<file path="config.mk">
export PLATFORM = sky130hd
export DESIGN_NAME = sram_seq_ctrl
export DESIGN_NICKNAME = d
export VERILOG_FILES = /design/src/rtl/sram_seq_pkg.sv /design/src/rtl/sram_phase_timer.sv /design/src/rtl/sram_pin_drive.sv /design/src/rtl/sram_seq_ctrl.sv
export SDC_FILE = /design/constraint.sdc
export NUM_CORES = 1
export LEC_CHECK = 0
export BUFFER_PORTS_ARGS = -buffer_cell sky130_fd_sc_hd__buf_2
export CAP_MARGIN = 20
export CORE_UTILIZATION = 49
export DETAILED_ROUTE_END_ITERATION = 6
export GPL_ROUTABILITY_DRIVEN = 0
export PLACE_DENSITY = 0.79
export SLEW_MARGIN = 0
export SYNTH_ARGS = -nofsm -noshare
export SYNTH_HDL_FRONTEND = slang
export SYNTH_SLANG_ARGS = --single-unit
</file>
<file path="constraint.sdc">
create_clock -name clk -period 2.35 [get_ports clk]
set_input_delay 0.235 -clock clk [delete_from_list [all_inputs] [get_ports clk]]
set_output_delay 0.235 -clock clk [all_outputs]
set_load 0.005 [all_outputs]
</file>
<file path="src/rtl/sram_seq_pkg.sv">
package sram_seq_pkg;

  typedef enum logic [1:0] {
    PH_IDLE  = 2'd0,
    PH_SETUP = 2'd1,
    PH_ACT   = 2'd2,
    PH_RECOV = 2'd3
  } phase_e;

  // nanoseconds to whole clock cycles, rounded up, never below one
  function automatic int ns_to_cyc(input int ns, input int clk_ns);
    int c;
    c = (ns + clk_ns - 1) / clk_ns;
    return (c < 1) ? 1 : c;
  endfunction

  function automatic int imax(input int a, input int b);
    return (a > b) ? a : b;
  endfunction

endpackage

</file>
<file path="src/rtl/sram_phase_timer.sv">
module sram_phase_timer #(
  parameter int CW = 4
) (
  input  logic          clk,
  input  logic          rst,
  input  logic          load,
  input  logic [CW-1:0] len,
  output logic          last
);

  logic [CW-1:0] cnt_q;

  always_ff @(posedge clk) begin
    if (rst) begin
      cnt_q <= '0;
    end else if (load) begin
      cnt_q <= len - CW'(1);
    end else if (cnt_q != '0) begin
      cnt_q <= cnt_q - CW'(1);
    end
  end

  assign last = (cnt_q == '0);

endmodule

</file>
<file path="src/rtl/sram_pin_drive.sv">
module sram_pin_drive
  import sram_seq_pkg::*;
#(
  parameter int ADDR_W = 20,
  parameter int DATA_W = 16,
  parameter int LANES  = DATA_W / 8
) (
  input  logic              clk,
  input  logic              rst,
  input  phase_e            nxt_phase,
  input  logic              cmd_we,
  input  logic [LANES-1:0]  cmd_be,
  input  logic [DATA_W-1:0] cmd_wdata,
  input  logic              addr_load,
  input  logic [ADDR_W-1:0] addr_in,
  output logic [ADDR_W-1:0] addr,
  output logic              cs_n,
  output logic              we_n,
  output logic              oe_n,
  output logic [LANES-1:0]  lane_n,
  output logic [DATA_W-1:0] dq_out,
  output logic              dq_oe
);

  logic act;
  assign act = (nxt_phase == PH_ACT);

  always_ff @(posedge clk) begin
    if (rst) begin
      addr   <= '0;
      cs_n   <= 1'b1;
      we_n   <= 1'b1;
      oe_n   <= 1'b1;
      dq_out <= '0;
      dq_oe  <= 1'b0;
    end else begin
      if (addr_load) addr <= addr_in;
      cs_n  <= !act;
      we_n  <= !(act && cmd_we);
      oe_n  <= !(act && !cmd_we);
      dq_oe <= act && cmd_we;
      if (act && cmd_we) dq_out <= cmd_wdata;
    end
  end

  for (genvar g = 0; g < LANES; g++) begin : g_lane
    always_ff @(posedge clk) begin
      if (rst) lane_n[g] <= 1'b1;
      else     lane_n[g] <= !(act && cmd_be[g]);
    end
  end

endmodule

</file>
<file path="src/rtl/sram_seq_ctrl.sv">
module sram_seq_ctrl
  import sram_seq_pkg::*;
#(
  parameter int CLK_NS  = 10,
  parameter int ADDR_W  = 20,
  parameter int DATA_W  = 16,
  parameter int T_WC_NS = 85,
  parameter int T_WP_NS = 55,
  parameter int T_WR_NS = 5,
  parameter int T_DW_NS = 35,
  parameter int T_RC_NS = 85,
  parameter int T_AA_NS = 85,
  parameter int T_OE_NS = 45
) (
  input  logic              clk,
  input  logic              rst,
  input  logic              host_req,
  input  logic              host_we,
  input  logic [1:0]        host_be,
  input  logic [ADDR_W-1:0] host_addr,
  input  logic [DATA_W-1:0] host_wdata,
  output logic              host_rdy,
  output logic [DATA_W-1:0] host_rdata,
  output logic [ADDR_W-1:0] mem_addr,
  output logic              mem_cs_n,
  output logic              mem_we_n,
  output logic              mem_oe_n,
  output logic              mem_ub_n,
  output logic              mem_lb_n,
  output logic [DATA_W-1:0] mem_dq_out,
  output logic              mem_dq_oe,
  input  logic [DATA_W-1:0] mem_dq_in
);

  localparam int LANES  = DATA_W / 8;
  localparam int WR_ACT = imax(ns_to_cyc(T_WP_NS, CLK_NS), ns_to_cyc(T_DW_NS, CLK_NS));
  localparam int WR_REC = imax(ns_to_cyc(T_WR_NS, CLK_NS), ns_to_cyc(T_WC_NS, CLK_NS) - 1 - WR_ACT);
  localparam int RD_ACT = imax(ns_to_cyc(T_AA_NS, CLK_NS), ns_to_cyc(T_OE_NS, CLK_NS));
  localparam int RD_REC = imax(1, ns_to_cyc(T_RC_NS, CLK_NS) - 1 - RD_ACT);
  localparam int MAXC   = imax(imax(WR_ACT, WR_REC), imax(RD_ACT, RD_REC));
  localparam int CW     = $clog2(MAXC + 1);

  phase_e             ph_q, ph_d;
  logic               cmd_we_q;
  logic [LANES-1:0]   cmd_be_q;
  logic [DATA_W-1:0]  cmd_wdata_q;
  logic               rdy_q, rdy_d;
  logic [DATA_W-1:0]  rdata_q;
  logic               t_load, t_last;
  logic [CW-1:0]      t_len;
  logic               accept, empty_mask, start;
  logic [LANES-1:0]   lane_n;

  assign accept     = (ph_q == PH_IDLE) && host_req && !rdy_q;
  assign empty_mask = (host_be == '0);
  assign start      = accept && !empty_mask;

  always_comb begin
    ph_d  = ph_q;
    rdy_d = 1'b0;
    case (ph_q)
      PH_IDLE: begin
        if (start) ph_d = PH_SETUP;
        if (accept && empty_mask) rdy_d = 1'b1;
      end
      PH_SETUP: ph_d = PH_ACT;
      PH_ACT:   if (t_last) ph_d = PH_RECOV;
      PH_RECOV: begin
        if (t_last) begin
          ph_d  = PH_IDLE;
          rdy_d = 1'b1;
        end
      end
      default:  ph_d = PH_IDLE;
    endcase
  end

  assign t_load = (ph_q == PH_SETUP) || (ph_q == PH_ACT && t_last);
  always_comb begin
    if (ph_q == PH_SETUP) t_len = cmd_we_q ? CW'(WR_ACT) : CW'(RD_ACT);
    else                  t_len = cmd_we_q ? CW'(WR_REC) : CW'(RD_REC);
  end

  sram_phase_timer #(.CW(CW)) u_timer (
    .clk  (clk),
    .rst  (rst),
    .load (t_load),
    .len  (t_len),
    .last (t_last)
  );

  always_ff @(posedge clk) begin
    if (rst) begin
      ph_q        <= PH_IDLE;
      rdy_q       <= 1'b0;
      cmd_we_q    <= 1'b0;
      cmd_be_q    <= '0;
      cmd_wdata_q <= '0;
    end else begin
      ph_q  <= ph_d;
      rdy_q <= rdy_d;
      if (start) begin
        cmd_we_q    <= host_we;
        cmd_be_q    <= host_be;
        cmd_wdata_q <= host_wdata;
      end
    end
  end

  // read capture on the edge that closes the active phase
  for (genvar g = 0; g < LANES; g++) begin : g_rd
    always_ff @(posedge clk) begin
      if (rst) begin
        rdata_q[g*8 +: 8] <= '0;
      end else if (ph_q == PH_ACT && t_last && !cmd_we_q) begin
        rdata_q[g*8 +: 8] <= cmd_be_q[g] ? mem_dq_in[g*8 +: 8] : 8'h00;
      end
    end
  end

  sram_pin_drive #(
    .ADDR_W (ADDR_W),
    .DATA_W (DATA_W),
    .LANES  (LANES)
  ) u_pins (
    .clk       (clk),
    .rst       (rst),
    .nxt_phase (ph_d),
    .cmd_we    (cmd_we_q),
    .cmd_be    (cmd_be_q),
    .cmd_wdata (cmd_wdata_q),
    .addr_load (start),
    .addr_in   (host_addr),
    .addr      (mem_addr),
    .cs_n      (mem_cs_n),
    .we_n      (mem_we_n),
    .oe_n      (mem_oe_n),
    .lane_n    (lane_n),
    .dq_out    (mem_dq_out),
    .dq_oe     (mem_dq_oe)
  );

  assign mem_ub_n   = lane_n[LANES-1];
  assign mem_lb_n   = lane_n[0];
  assign host_rdy   = rdy_q;
  assign host_rdata = rdata_q;

  AST_WE_OE_EXCL: assert property (@(posedge clk) disable iff (rst)
    !(!mem_we_n && !mem_oe_n));
  AST_WE_NEEDS_CS: assert property (@(posedge clk) disable iff (rst)
    !mem_we_n |-> !mem_cs_n);
  AST_DRIVE_ONLY_WE: assert property (@(posedge clk) disable iff (rst)
    mem_dq_oe |-> (!mem_we_n && !mem_cs_n));
  AST_ADDR_BEFORE_CS: assert property (@(posedge clk) disable iff (rst)
    $fell(mem_cs_n) |-> $stable(mem_addr));
  AST_ADDR_HELD: assert property (@(posedge clk) disable iff (rst)
    (!mem_cs_n && $past(!mem_cs_n)) |-> $stable(mem_addr));
  AST_RDY_PULSE: assert property (@(posedge clk) disable iff (rst)
    host_rdy |=> !host_rdy);
  AST_CS_GAP: assert property (@(posedge clk) disable iff (rst)
    $rose(mem_cs_n) |=> mem_cs_n);
  AST_CS_HAS_LANE: assert property (@(posedge clk) disable iff (rst)
    !mem_cs_n |-> (!mem_ub_n || !mem_lb_n));

endmodule

</file>
Word-level counts from Yosys, hierarchy flattened
Cells that the tools add are included.

storage, ports and cells
  flip-flop bits (word level) = 84
  logic and storage cells = 60

operators by class
  add/subtract/negate cells = 2
  eq/ne operators = 4
  multiplexer cells = 14
  reductions and logical operators = 24

operators by type and width
  kind                                              count
  two-way mux 4 bit                                 4
  two-way mux 8 bit                                 2
  logical AND 1 bit                                 10
  logical NOT 1 bit                                 8
  two-way mux 2 bit                                 4
  one-hot mux 2 bit (4 select lines)                1
  subtractor 4 x 1 -> 4 bit, second input constant  2
  == test 2 bit, second input constant              3
  logical NOT 2 bit                                 2
  logical NOT 4 bit                                 1
  nonzero test 4 bit                                1
  == test 2 x 1 -> 1 bit, second input constant     1
  two-way mux 1 bit                                 2
  one-hot mux 1 bit (2 select lines)                1
  nonzero test 2 bit                                1
  logical OR 1 bit                                  1

Depth between registers and ports, before layout
Gate-level depths: netlist of run 1.

  depth in word-level cells = 9
  mapped depth = 9
  depth with buffers taken out = 8

By module
A second synthesis of run 1 with hierarchy kept.

unflattened totals
  cell total of the unflattened synthesis = 356
  area total of the unflattened synthesis = 3545.9 um2

modules (own cells, without submodules)
  module            instances  cells an instance  area an instance (um2)  seq. area each (um2)
  sram_seq_ctrl     1          187                1734.2                  760.7
  sram_pin_drive    1          147                1589.0                  840.8
  sram_phase_timer  1          22                 222.7                   80.1

Least setup slack after synthesis of run 1
No wires, ideal clock.

  kind = reg-to-reg
  start = reg ph_q[0]
  end = reg u_pins.dq_out[10]
  library setup time = 0.072 ns
  arrival = 1.763 ns
  data required time = 2.278 ns
  slack = 0.515 ns
  cell stages (with the launch flop) = 10
  clock period less this slack = 1.835 ns
  cells stage by stage = dfxtp_1 inv_1 ha_1 and3b_1 o21ai_1 a311oi_2 nor3b_2 buf_6 buf_12 mux2i_1

between the ends
  word-level cells in the longest chain between the ends = 8

RTL lines
  element                                 RTL line                                  RTL
  from (decl)                             sram_seq_ctrl.sv:43                       phase_e ph_q, ph_d;
  from (signal assigned)                  sram_seq_ctrl.sv:100                      ph_q <= ph_d;
  logical NOT 2 bit                       sram_seq_ctrl.sv:54, sram_seq_ctrl.sv:61
  logical AND 1 bit (2 in series)         sram_seq_ctrl.sv:54                       assign accept = (ph_q == PH_IDLE) && host_req && !rdy_q;
  logical AND 1 bit                       sram_seq_ctrl.sv:56                       assign start = accept && !empty_mask;
  two-way mux 2 bit                       sram_seq_ctrl.sv:63                       if (start) ph_d = PH_SETUP;
  one-hot mux 2 bit (4 select lines) (*)  sram_seq_ctrl.sv:61                       case (ph_q)
  == test 2 bit (*)                       sram_pin_drive.sv:26                      assign act = (nxt_phase == PH_ACT);
  logical AND 1 bit (*)                   sram_pin_drive.sv:42                      if (act && cmd_we) dq_out <= cmd_wdata;
  to (signal assigned)                    sram_pin_drive.sv:42
  to (decl)                               sram_pin_drive.sv:21                      output logic [DATA_W-1:0] dq_out,

Mark *: on every way between the ends. The rest lies on a longest branch, timed or not.
A chain may end at the register's enable or synchronous reset.

Final worst setup path of run 1
  start = reg ph_q[0]
  end = reg u_pins.lane_n[1]

between the ends
  word-level cells in the longest chain between the ends = 9

RTL lines
  element                                 RTL line                                  RTL
  logical NOT 2 bit                       sram_seq_ctrl.sv:54, sram_seq_ctrl.sv:61
  logical AND 1 bit (2 in series)         sram_seq_ctrl.sv:54
  logical AND 1 bit                       sram_seq_ctrl.sv:56
  two-way mux 2 bit                       sram_seq_ctrl.sv:63
  one-hot mux 2 bit (4 select lines) (*)  sram_seq_ctrl.sv:61
  == test 2 bit (*)                       sram_pin_drive.sv:26
  logical AND 1 bit (*)                   sram_pin_drive.sv:49                      else lane_n[g] <= !(act && cmd_be[g]);
  logical NOT 1 bit (*)                   sram_pin_drive.sv:49
  to (signal, indexed assignment)         sram_pin_drive.sv:49
  to (decl)                               sram_pin_drive.sv:20                      output logic [LANES-1:0] lane_n,

Marked as above.

==> impl_metrics.csv, run 1 <==
group,metric,value,unit
critical_path,required,2.57,ns
global_routing,grt_pass1_wl,11.8,mm
sta,fin_crit_sh,89.0,%
critical_path,path_class,"register to register",
critical_path,reg2regPathDepth,8,
global_routing,antenna_found_initial,0,
floorplan,dieHeight,83.2,um
synth,syn-cell-area,3230,sq um
floorplan,rows,29,
final_layout,fin_cells,564,
routing,firstDrtPassIters,4,
sta,min_period,2.09,ns
cts,cts_resized,0,
synth,synth_nets,437,
outcome,status,"completed",
place,port_buffers,116,
synth,synthFlopType,"dfxtp_1",
synth,syn_avg_cell_area,8.66,sq um
floorplan,fp.coreArea,6350,sq um
power_and_ir_drop,ir_drop,0.475,mV
cts,clock_sink_count,84,
synth,ys_seq_area_share,52.1,%
worst_hold_path,min_path_cells,3,
cts,h-tree-depth,3,
sta,worstMarginPinSlew,0.483,ns
global_routing,grt_use_total,21.0,%
synth,async_reset_ff_share,0,%
synth,yosysTopAreaCell,"dfxtp_1",
sta,timing.fmax,0.478,GHz
cts,post-cts-setup-buffer-count,0,
critical_path,crit_family,"simple AND/OR/NAND/NOR gates",
sta,slew_viol_final,0,
floorplan,ios,117,
sta,setup_violations,0,
final_layout,drive_above_1_share,30.0,%
cts,clk_latency,0.35,ns
global_routing,grt_pass1_vias,2708,
global_routing,grt_max_degree,53,
critical_path,crit_slowest_cell,"nor3_1",
routing,drc,0,
cts,clock-root-buffer,"clkbuf_8",
routing,routedWlPerCell,12.3,um
sta,fin_skew,0.00756,ns
routing,first_iter_violations,107,
cts,postCtsHoldBufs,0,
place,place_area,3870,sq um
final_layout,nets,546,
critical_path,cp-start-kind,"register",
sta,fin_tns_setup,0,ns
synth,synth_warnings,0,
critical_path,path_depth,8,
final_layout,finish.instance_area,4060,sq um
floorplan,initial_core_util,50.9,%
critical_path,critical_path_buf_inv_count,2,
sta,final_hold_viol_count,0,
sta,rsz0062_at_grt,"no",
flow_run,drv_cap,0,
cts,cts_tree,"yes",
floorplan,dieArea,6920,sq um
critical_path,crit_arrival,2.31,ns
worst_hold_path,hold_class,"input pin to register",
routing,via_count,2796,
floorplan,die_x,83.2,um
critical_path,cp_slowest_stage_delay,0.43,ns
place,hpwl,4.75,mm
power_and_ir_drop,power.leakage,0.00173,uW
global_routing,overflow,0,
routing,finalWirelength,6.91,mm
cts,clk_pin_slew,0.08,ns
cts,cts_buffers,9,
routing,ant_nets,0,
sta,slew_headroom,67.8,%
final_layout,diodes,0,
power_and_ir_drop,power.density,838,nW/um^2
critical_path,worstSetupEndpointType,"register",
critical_path,crit_path_cell_trace,"inv_1 > ha_1 > and3b_1 > o21ai_4 > a311oi_2 > nor3_1 > buf_4 > nand2_1",
final_layout,area_growth_syn_to_layout,25.6,%
synth,synth_edf_count,0,
synth,synth_cells,373,
place,dp_cells,548,
synth,yosys.area.top_type_share,52.1,%
synth,synth_cell_types,32,
cts,clk_path_buf_depth,2,
synth,synth_seq_cells,84,
critical_path,crit_fanout,9,
routing,viasPerCell,4.96,
synth,ys_top_cells_by_area,"dfxtp_1 (52%), nand2_1 (11%), a21oi_1 (8.8%)",
[worst paths after layout]
path | start | end | slack (ns)
max | ph_q[0] | u_pins.lane_n[1] | 0.26
min | host_addr[13] | u_pins.addr[13] | 0.12
max reg2reg | ph_q[0] | u_pins.lane_n[1] | 0.26
min reg2reg | host_rdata[14] | host_rdata[14] | 0.45
[layer usage]
| metal | part of all wire (%) | vias up | global-route usage [%] |
|---|---|---|---|
| met3 | 6.7 | 8 | 5.47 |
| met2 | 46 | 83 | 34.8 |
| met4 | 1.5 | 0 | 7.52 |
| li1 | - | 1434 | - |
| met5 | 0 | - | 0 |
| met1 | 45 | 1271 | 26.3 |
[area by class of cell]
class | count | area, sq um
sequential | 84 | 1680
clock buffer | 13 | 159
clock inverter | 3 | 21.3
tap | 77 | 96.3
timing repair buffer | 124 | 653
multi-input combinational | 259 | 1430
inverter | 4 | 15.0
fill | 548 | 2290
[logic make-up (layout without fill, tap and decap cells)]
logic type / count (synthesis) / count (layout) / share of synthesized area [%]
AOI/OAI and AO/OA: 65 / 65 / 10.8
and+or+nand+nor: 168 / 168 / 24.3
muxes: 19 / 19 / 5.93
buffers and inverters: 30 / 144 / 4.30
DFF: 84 / 84 / 52.1
adders and majority gates: 6 / 6 / 2.32
xor gates and xnor gates: 1 / 1 / 0.271
[worst reg2reg max path: cells and delay by family (launching register included)]
kind / cells / cell delay, ns
adders and majority gates: 1 / 0.21
and+or+nand+nor: 3 / 0.71
buffers and inverters: 2 / 0.32
AOI/OAI and AO/OA: 2 / 0.35
DFF: 1 / 0.39
[metrics by stage]
step	hold WS [ns]	total power [uW]	setup slack [ns]	util [%]
6_report	0.116	3400	0.258	63.9
5_1_grt	0.107	3630	0.0484	63.9
4_1_cts	0.101	3430	0.252	63.9
3_5_place_dp	0.442	2510	0.265	61.0
3_3_place_gp	0.436	2480	0.346	61.0
2_1_floorplan	0.371	2250	0.515	-
[synth_stat cells, drive strengths merged, types with 3 or more instances]
cell type   n
nand3      16
nor3        3
inv         4
nor2b       3
clkbuf     21
ha          6
nand2b     33
nor2        9
buf         5
a21oi      57
nand2      98
dfxtp      84
mux2i      18
[state kept, by name (all words and copies together) (netlist names)]
name	cells
cmd_be_q	2
cmd_wdata_q	16
cmd_we_q	1
host_rdata	16
host_rdy	1
ph_q	2
u_pins.addr	20
u_pins.cs_n	1
u_pins.dq_oe	1
u_pins.dq_out	16
u_pins.lane_n	2
u_pins.oe_n	1
u_pins.we_n	1
u_timer.cnt_q	4
[cell usage in the layout, fill, tap and decap left out]
cell type,n
buf_4,7
clkbuf_1,2
nor2_1,9
nor4_4,1
a311oi_2,1
mux2i_1,18
nand2b_1,33
a21oi_1,57
nor2b_1,2
nand3b_1,1
or2_2,1
nand3_1,16
o21ai_4,1
buf_12,1
ha_1,6
and2_1,1
dfxtp_1,84
a21o_2,1
nor3_1,3
clkbuf_8,11
o22ai_1,1
clkinv_4,1
o31ai_1,1
o21a_1,1
clkinvlp_4,1
clkinv_2,1
and3b_1,1
a22oi_1,1
a31oi_1,1
mux2_2,1
nand2_1,98
xor2_1,1
nor3b_4,1
buf_2,116
inv_1,4
nor2b_2,1
[power by group]
| group | leakage, uW | total [uW] | switching [uW] | internal (uW) |
|---|---|---|---|---|
| logic | 0.000957 | 804 | 457 | 346 |
| clock network | 0.0000896 | 930 | 487 | 443 |
| registers | 0.000683 | 1670 | 106 | 1560 |
| total | 0.00173 | 3400 | 1050 | 2350 |
Note: power is estimated with default switching activity, not from simulation.
==> run 2, diff against run 1 <==
==> constraint.sdc (replaced) <==
create_clock -name clk -period 2.3 [get_ports clk]
set_input_delay 0.23 -clock clk [delete_from_list [all_inputs] [get_ports clk]]
set_output_delay 0.23 -clock clk [all_outputs]
set_load 0.005 [all_outputs]
==> impl_metrics.csv, run 2 (synthesized netlist as in run 1, its figures left out) <==
group,metric,value,unit
floorplan,initial_core_util,50.9,%
sta,slew_viol_final,0,
global_routing,overflow,0,
power_and_ir_drop,p_comb_share,23.7,%
sta,final_hold_viol_count,0,
critical_path,cp-start-kind,"register",
routing,viasPerCell,4.99,
worst_hold_path,hold_class,"input pin to register",
final_layout,regMostFlops,"u_pins.addr",
floorplan,ios,117,
routing,drc,0,
power_and_ir_drop,power_switching,1080,uW
critical_path,required,2.53,ns
sta,rsz0062_at_grt,"no",
cts,postCtsHoldBufs,0,
cts,cts_buffers,9,
critical_path,path_class,"register to register",
floorplan,dieHeight,83.2,um
floorplan,fp.coreArea,6350,sq um
power_and_ir_drop,intPower,2400,uW
cts,clk_path_buf_depth,2,
critical_path,cp_slowest_stage_delay,0.43,ns
power_and_ir_drop,pwr-share-clk,27.3,%
place,place_area,3870,sq um
floorplan,dieArea,6920,sq um
critical_path,critical_path_buf_inv_count,2,
sta,worstMarginPinSlew,0.463,ns
final_layout,layout_commonest_cell,"buf_2",
critical_path,crit_path_cell_trace,"inv_1 > ha_1 > and3b_1 > o21ai_4 > a311oi_2 > nor3_1 > buf_4 > nand2_1",
sta,fin_skew,0.0113,ns
routing,routedWlPerCell,12.2,um
cts,h-tree-depth,3,
power_and_ir_drop,power.density,857,nW/um^2
place,hpwl,4.79,mm
flow_run,drv_cap,0,
place,dp_cells,548,
cts,cts_tree,"yes",
routing,firstDrtPassIters,4,
cts,clk_pin_slew,0.08,ns
final_layout,largest_reg_flops,20,
final_layout,drive_above_1_share,30.0,%
sta,min_period,2.09,ns
critical_path,crit_slowest_cell,"nor3_1",
power_and_ir_drop,power.leakage,0.00173,uW
critical_path,crit_fanout,9,
final_layout,fin_cells,564,
place,post-place-ws,0.206,ns
floorplan,rows,29,
global_routing,grt_pass1_wl,12.0,mm
cts,clock-root-buffer,"clkbuf_8",
routing,first_iter_violations,105,
place,port_buffers,116,
cts,clk_latency,0.35,ns
critical_path,crit_family,"simple AND/OR/NAND/NOR gates",
critical_path,worstSetupEndpointType,"register",
routing,ant_nets,0,
cts,cts_resized,0,
sta,setup_ws,0.213,ns
floorplan,die_x,83.2,um
sta,fin_tns_setup,0,ns
cts,post-cts-setup-buffer-count,0,
sta,setup_violations,0,
power_and_ir_drop,ir_drop,0.489,mV
sta,timing.fmax,0.479,GHz
final_layout,diodes,0,
final_layout,nets,546,
global_routing,grt_use_total,21.2,%
cts,clock_sink_count,84,
global_routing,grt_max_degree,53,
routing,finalWirelength,6.89,mm
power_and_ir_drop,p_sw_share,30.9,%
sta,slew_headroom,69.1,%
final_layout,final_cell_mix,"buf_2 (116), nand2_1 (98), dfxtp_1 (84)",
final_layout,finish.instance_area,4060,sq um
routing,via_count,2816,
global_routing,antenna_found_initial,0,
critical_path,crit_arrival,2.31,ns
sta,fin_crit_sh,90.7,%
global_routing,grt_pass1_vias,2737,
final_layout,area_growth_syn_to_layout,25.6,%
outcome,status,"completed",
power_and_ir_drop,pwr-share-seq,49.0,%
run 2: cell counts in the layout (fill, tap and decap cells not counted):
Identical to the previous run, type by type.
run 2: worst paths after layout:
| path | cells past startpoint | slack, ns | to | start |
|---|---|---|---|---|
| hold / removal | 3 | 0.11 | u_pins.addr[13] | host_addr[13] |
| hold reg to reg | 2 | 0.45 | host_rdata[14] | host_rdata[14] |
| setup / recovery | 8 | 0.21 | u_pins.lane_n[0] | ph_q[0] |
| setup reg to reg | 8 | 0.21 | u_pins.lane_n[0] | ph_q[0] |
run 2: through the flow:
stage	power, uW	util [%]	hold slack (ns)
final	3480	63.9	0.109
after global routing	3710	63.9	0.106
after floorplan	2300	-	0.366
after CTS	3510	63.9	0.0993
after global placement	2530	61.0	0.436
after detailed placement	2570	61.0	0.443
run 2: routing by layer:
metal  vias to the layer above  global-route usage, %  part of all wire (%)
met2                        77                   34.5                    46
li1                       1437                      -                     -
met4                         0                   9.25                   1.9
met1                      1289                   26.7                    46
met5                         -                      0                     0
met3                        13                   5.17                   5.8
run 2: power groups by stage:
stage	sequential (uW)	combinational [uW]	clock [uW]
final	1700	824	950
after detailed placement	1740	829	0
after CTS	1700	832	971
after global routing	1720	943	1040
after global placement	1730	802	0
after floorplan	1710	586	0
run 2: worst register-to-register path: stages (launching register included):
cell	delay (ns)
dfxtp_1	0.39
inv_1	0.12
ha_1	0.21
and3b_1	0.23
o21ai_4	0.15
a311oi_2	0.20
nor3_1	0.43
buf_4	0.19
nand2_1	0.05
run 2: area by class of cell:
| class | instances | area, sq um |
|---|---|---|
| Fill cell | 560 | 2290 |
| Tap cell | 77 | 96.3 |
| Clock inverter | 3 | 21.3 |
| Multi-Input combinational cell | 259 | 1430 |
| Timing Repair Buffer | 124 | 653 |
| Clock buffer | 13 | 159 |
| Inverter | 4 | 15.0 |
| Sequential cell | 84 | 1680 |
==> run 3, diff against run 2 <==
--- a/config.mk
+++ b/config.mk
@@ -7,10 +7,13 @@
 export LEC_CHECK = 0
 export BUFFER_PORTS_ARGS = -buffer_cell sky130_fd_sc_hd__buf_2
 export CAP_MARGIN = 20
-export CORE_UTILIZATION = 49
+export CELL_PAD_IN_SITES_DETAIL_PLACEMENT = 1
+export CELL_PAD_IN_SITES_GLOBAL_PLACEMENT = 1
+export CORE_UTILIZATION = 35
+export CTS_CLUSTER_SIZE = 10
 export DETAILED_ROUTE_END_ITERATION = 6
 export GPL_ROUTABILITY_DRIVEN = 0
-export PLACE_DENSITY = 0.79
+export PLACE_DENSITY_LB_ADDON = 0.1
 export SLEW_MARGIN = 0
 export SYNTH_ARGS = -nofsm -noshare
 export SYNTH_HDL_FRONTEND = slang
==> impl_metrics.csv, run 3 (synthesized netlist as in run 1, its figures left out) <==
group,metric,value,unit
worst_hold_path,hold_class,"input pin to register",
power_and_ir_drop,power.leakage,0.00174,uW
critical_path,crit_path_cell_trace,"inv_1 > ha_1 > and3b_1 > o21ai_4 > a31oi_1 > nor3b_4 > buf_12 > mux2i_1",
sta,slew_viol_final,0,
global_routing,grt_pass1_wl,13.6,mm
routing,viasPerCell,4.76,
sta,timing.fmax,0.479,GHz
sta,final_hold_viol_count,0,
global_routing,grt_use_total,17.6,%
critical_path,path_class,"register to register",
final_layout,regMostFlops,"u_pins.addr",
final_layout,final_cell_mix,"buf_2 (116), nand2_1 (98), dfxtp_1 (84)",
cts,clk_pin_slew,0.08,ns
flow_run,drv_cap,0,
cts,cts_tree,"yes",
place,port_buffers,116,
global_routing,grt_max_degree,45,
final_layout,drive_above_1_share,30.0,%
sta,min_period,2.09,ns
cts,clk_latency,0.34,ns
sta,fin_tns_setup,0,ns
floorplan,dieHeight,98.1,um
routing,highest_layer,"met4",
sta,fin_skew,0.0109,ns
cts,clk_path_buf_depth,2,
power_and_ir_drop,power.density,878,nW/um^2
final_layout,nets,545,
cts,clock-root-buffer,"clkbuf_8",
floorplan,ios,117,
final_layout,layout_commonest_cell,"buf_2",
global_routing,grt_pass1_vias,2903,
critical_path,crit_family,"simple AND/OR/NAND/NOR gates",
routing,routed-wl-met2,3.95,mm
outcome,violations,"DRC",
critical_path,cp-start-kind,"register",
global_routing,antenna_found_initial,0,
global_routing,overflow,0,
routing,firstDrtPassIters,7,
sta,rsz0062_at_grt,"no",
sta,fin_crit_sh,90.9,%
outcome,status,"finished with violations",
routing,wl_met1,3.57,mm
power_and_ir_drop,power,3630,uW
final_layout,diodes,0,
power_and_ir_drop,ir_drop,0.302,mV
routing,finalWirelength,7.99,mm
floorplan,initial_core_util,36.7,%
critical_path,critical_path_buf_inv_count,2,
cts,cts_buffers,9,
floorplan,rows,34,
critical_path,worstSetupEndpointType,"register",
floorplan,dieArea,9610,sq um
routing,ant_nets,0,
critical_path,crit_fanout,16,
floorplan,fp.coreArea,8810,sq um
cts,clock_sink_count,84,
floorplan,die_x,98.1,um
routing,routed-wl-met3,392,um
final_layout,area_growth_syn_to_layout,28.0,%
critical_path,required,2.57,ns
place,hpwl,5.65,mm
critical_path,crit_slowest_cell,"dfxtp_1",
sta,worstMarginPinSlew,0.463,ns
cts,postCtsHoldBufs,0,
routing,drc,5,
final_layout,largest_reg_flops,20,
cts,h-tree-depth,3,
routing,first_iter_violations,77,
routing,via_count,2826,
critical_path,cp_slowest_stage_delay,0.39,ns
sta,slew_headroom,69.0,%
sta,setup_violations,0,
routing,routedWlPerCell,13.4,um
critical_path,crit_arrival,2.35,ns
==> run 3: cell count changes in the layout (fill, tap and decap cells not counted), sizes merged <==
cell      previous run  this run
buf                124       123
clkinvlp             1         2
bufinv               0         1
clkinv               2         0
==> run 3: timing repair <==
action / in CTS / in global routing
endpoints found under the setup margin: 0 / 5
resized for setup: 0 / 1
setup buffers: 0 / 0
==> run 3: worst paths after layout <==
kind	startpoint	to	slack [ns]	depth (start not counted)
setup / recovery	ph_q[0]	u_pins.dq_out[9]	0.21	8
hold / removal	host_addr[16]	u_pins.addr[16]	0.12	3
setup reg to reg	ph_q[0]	u_pins.dq_out[9]	0.21	8
hold reg to reg	host_rdata[9]	host_rdata[9]	0.45	2
==> run 3: power breakdown <==
part | total, uW | internal, uW | switching [uW]
combinational | 852 | 361 | 491
clock | 1070 | 563 | 510
sequential | 1700 | 1590 | 110
total | 3630 | 2520 | 1110
==> run 3: final cells by class <==
class	count	area (sq um)
inverter	4	15.0
clock inverter	3	45.0
tap	108	135
sequential	84	1680
clock buffer	13	159
fill	1084	4670
timing repair buffer	123	658
multi-input combinational	259	1440
==> run 3: metrics by stage <==
| stage | std cells | instance area, sq um | utilization [%] | setup slack (ns) | hold slack, ns |
|---|---|---|---|---|---|
| 3_5_place_dp | 578 | 3920 | 44.6 | 0.201 | 0.442 |
| 4_1_cts | 594 | 4130 | 46.9 | 0.180 | 0.0933 |
| 5_1_grt | 594 | 4130 | 46.9 | 0.0155 | 0.0980 |
| 6_report | 594 | 4130 | 46.9 | 0.210 | 0.120 |
| 2_1_floorplan | 373 | 3230 | - | 0.465 | 0.366 |
| 3_3_place_gp | 578 | 3920 | 44.6 | 0.322 | 0.436 |
==> run 3: tightest hold or removal path: cells and delay by family <==
kind	cells	cell delay (ns)
buffers and inverters	1	0.10
AO/OA/AOI/OAI	1	0.05
AND/OR/NAND/NOR	1	0.04
==> run 3: metal layers <==
metal / vias to the layer above / GRT usage, %
met3: 4 / 4.65
li1: 1427 / -
met5: - / 0
met2: 65 / 31.1
met4: 0 / 5.59
met1: 1330 / 20.6
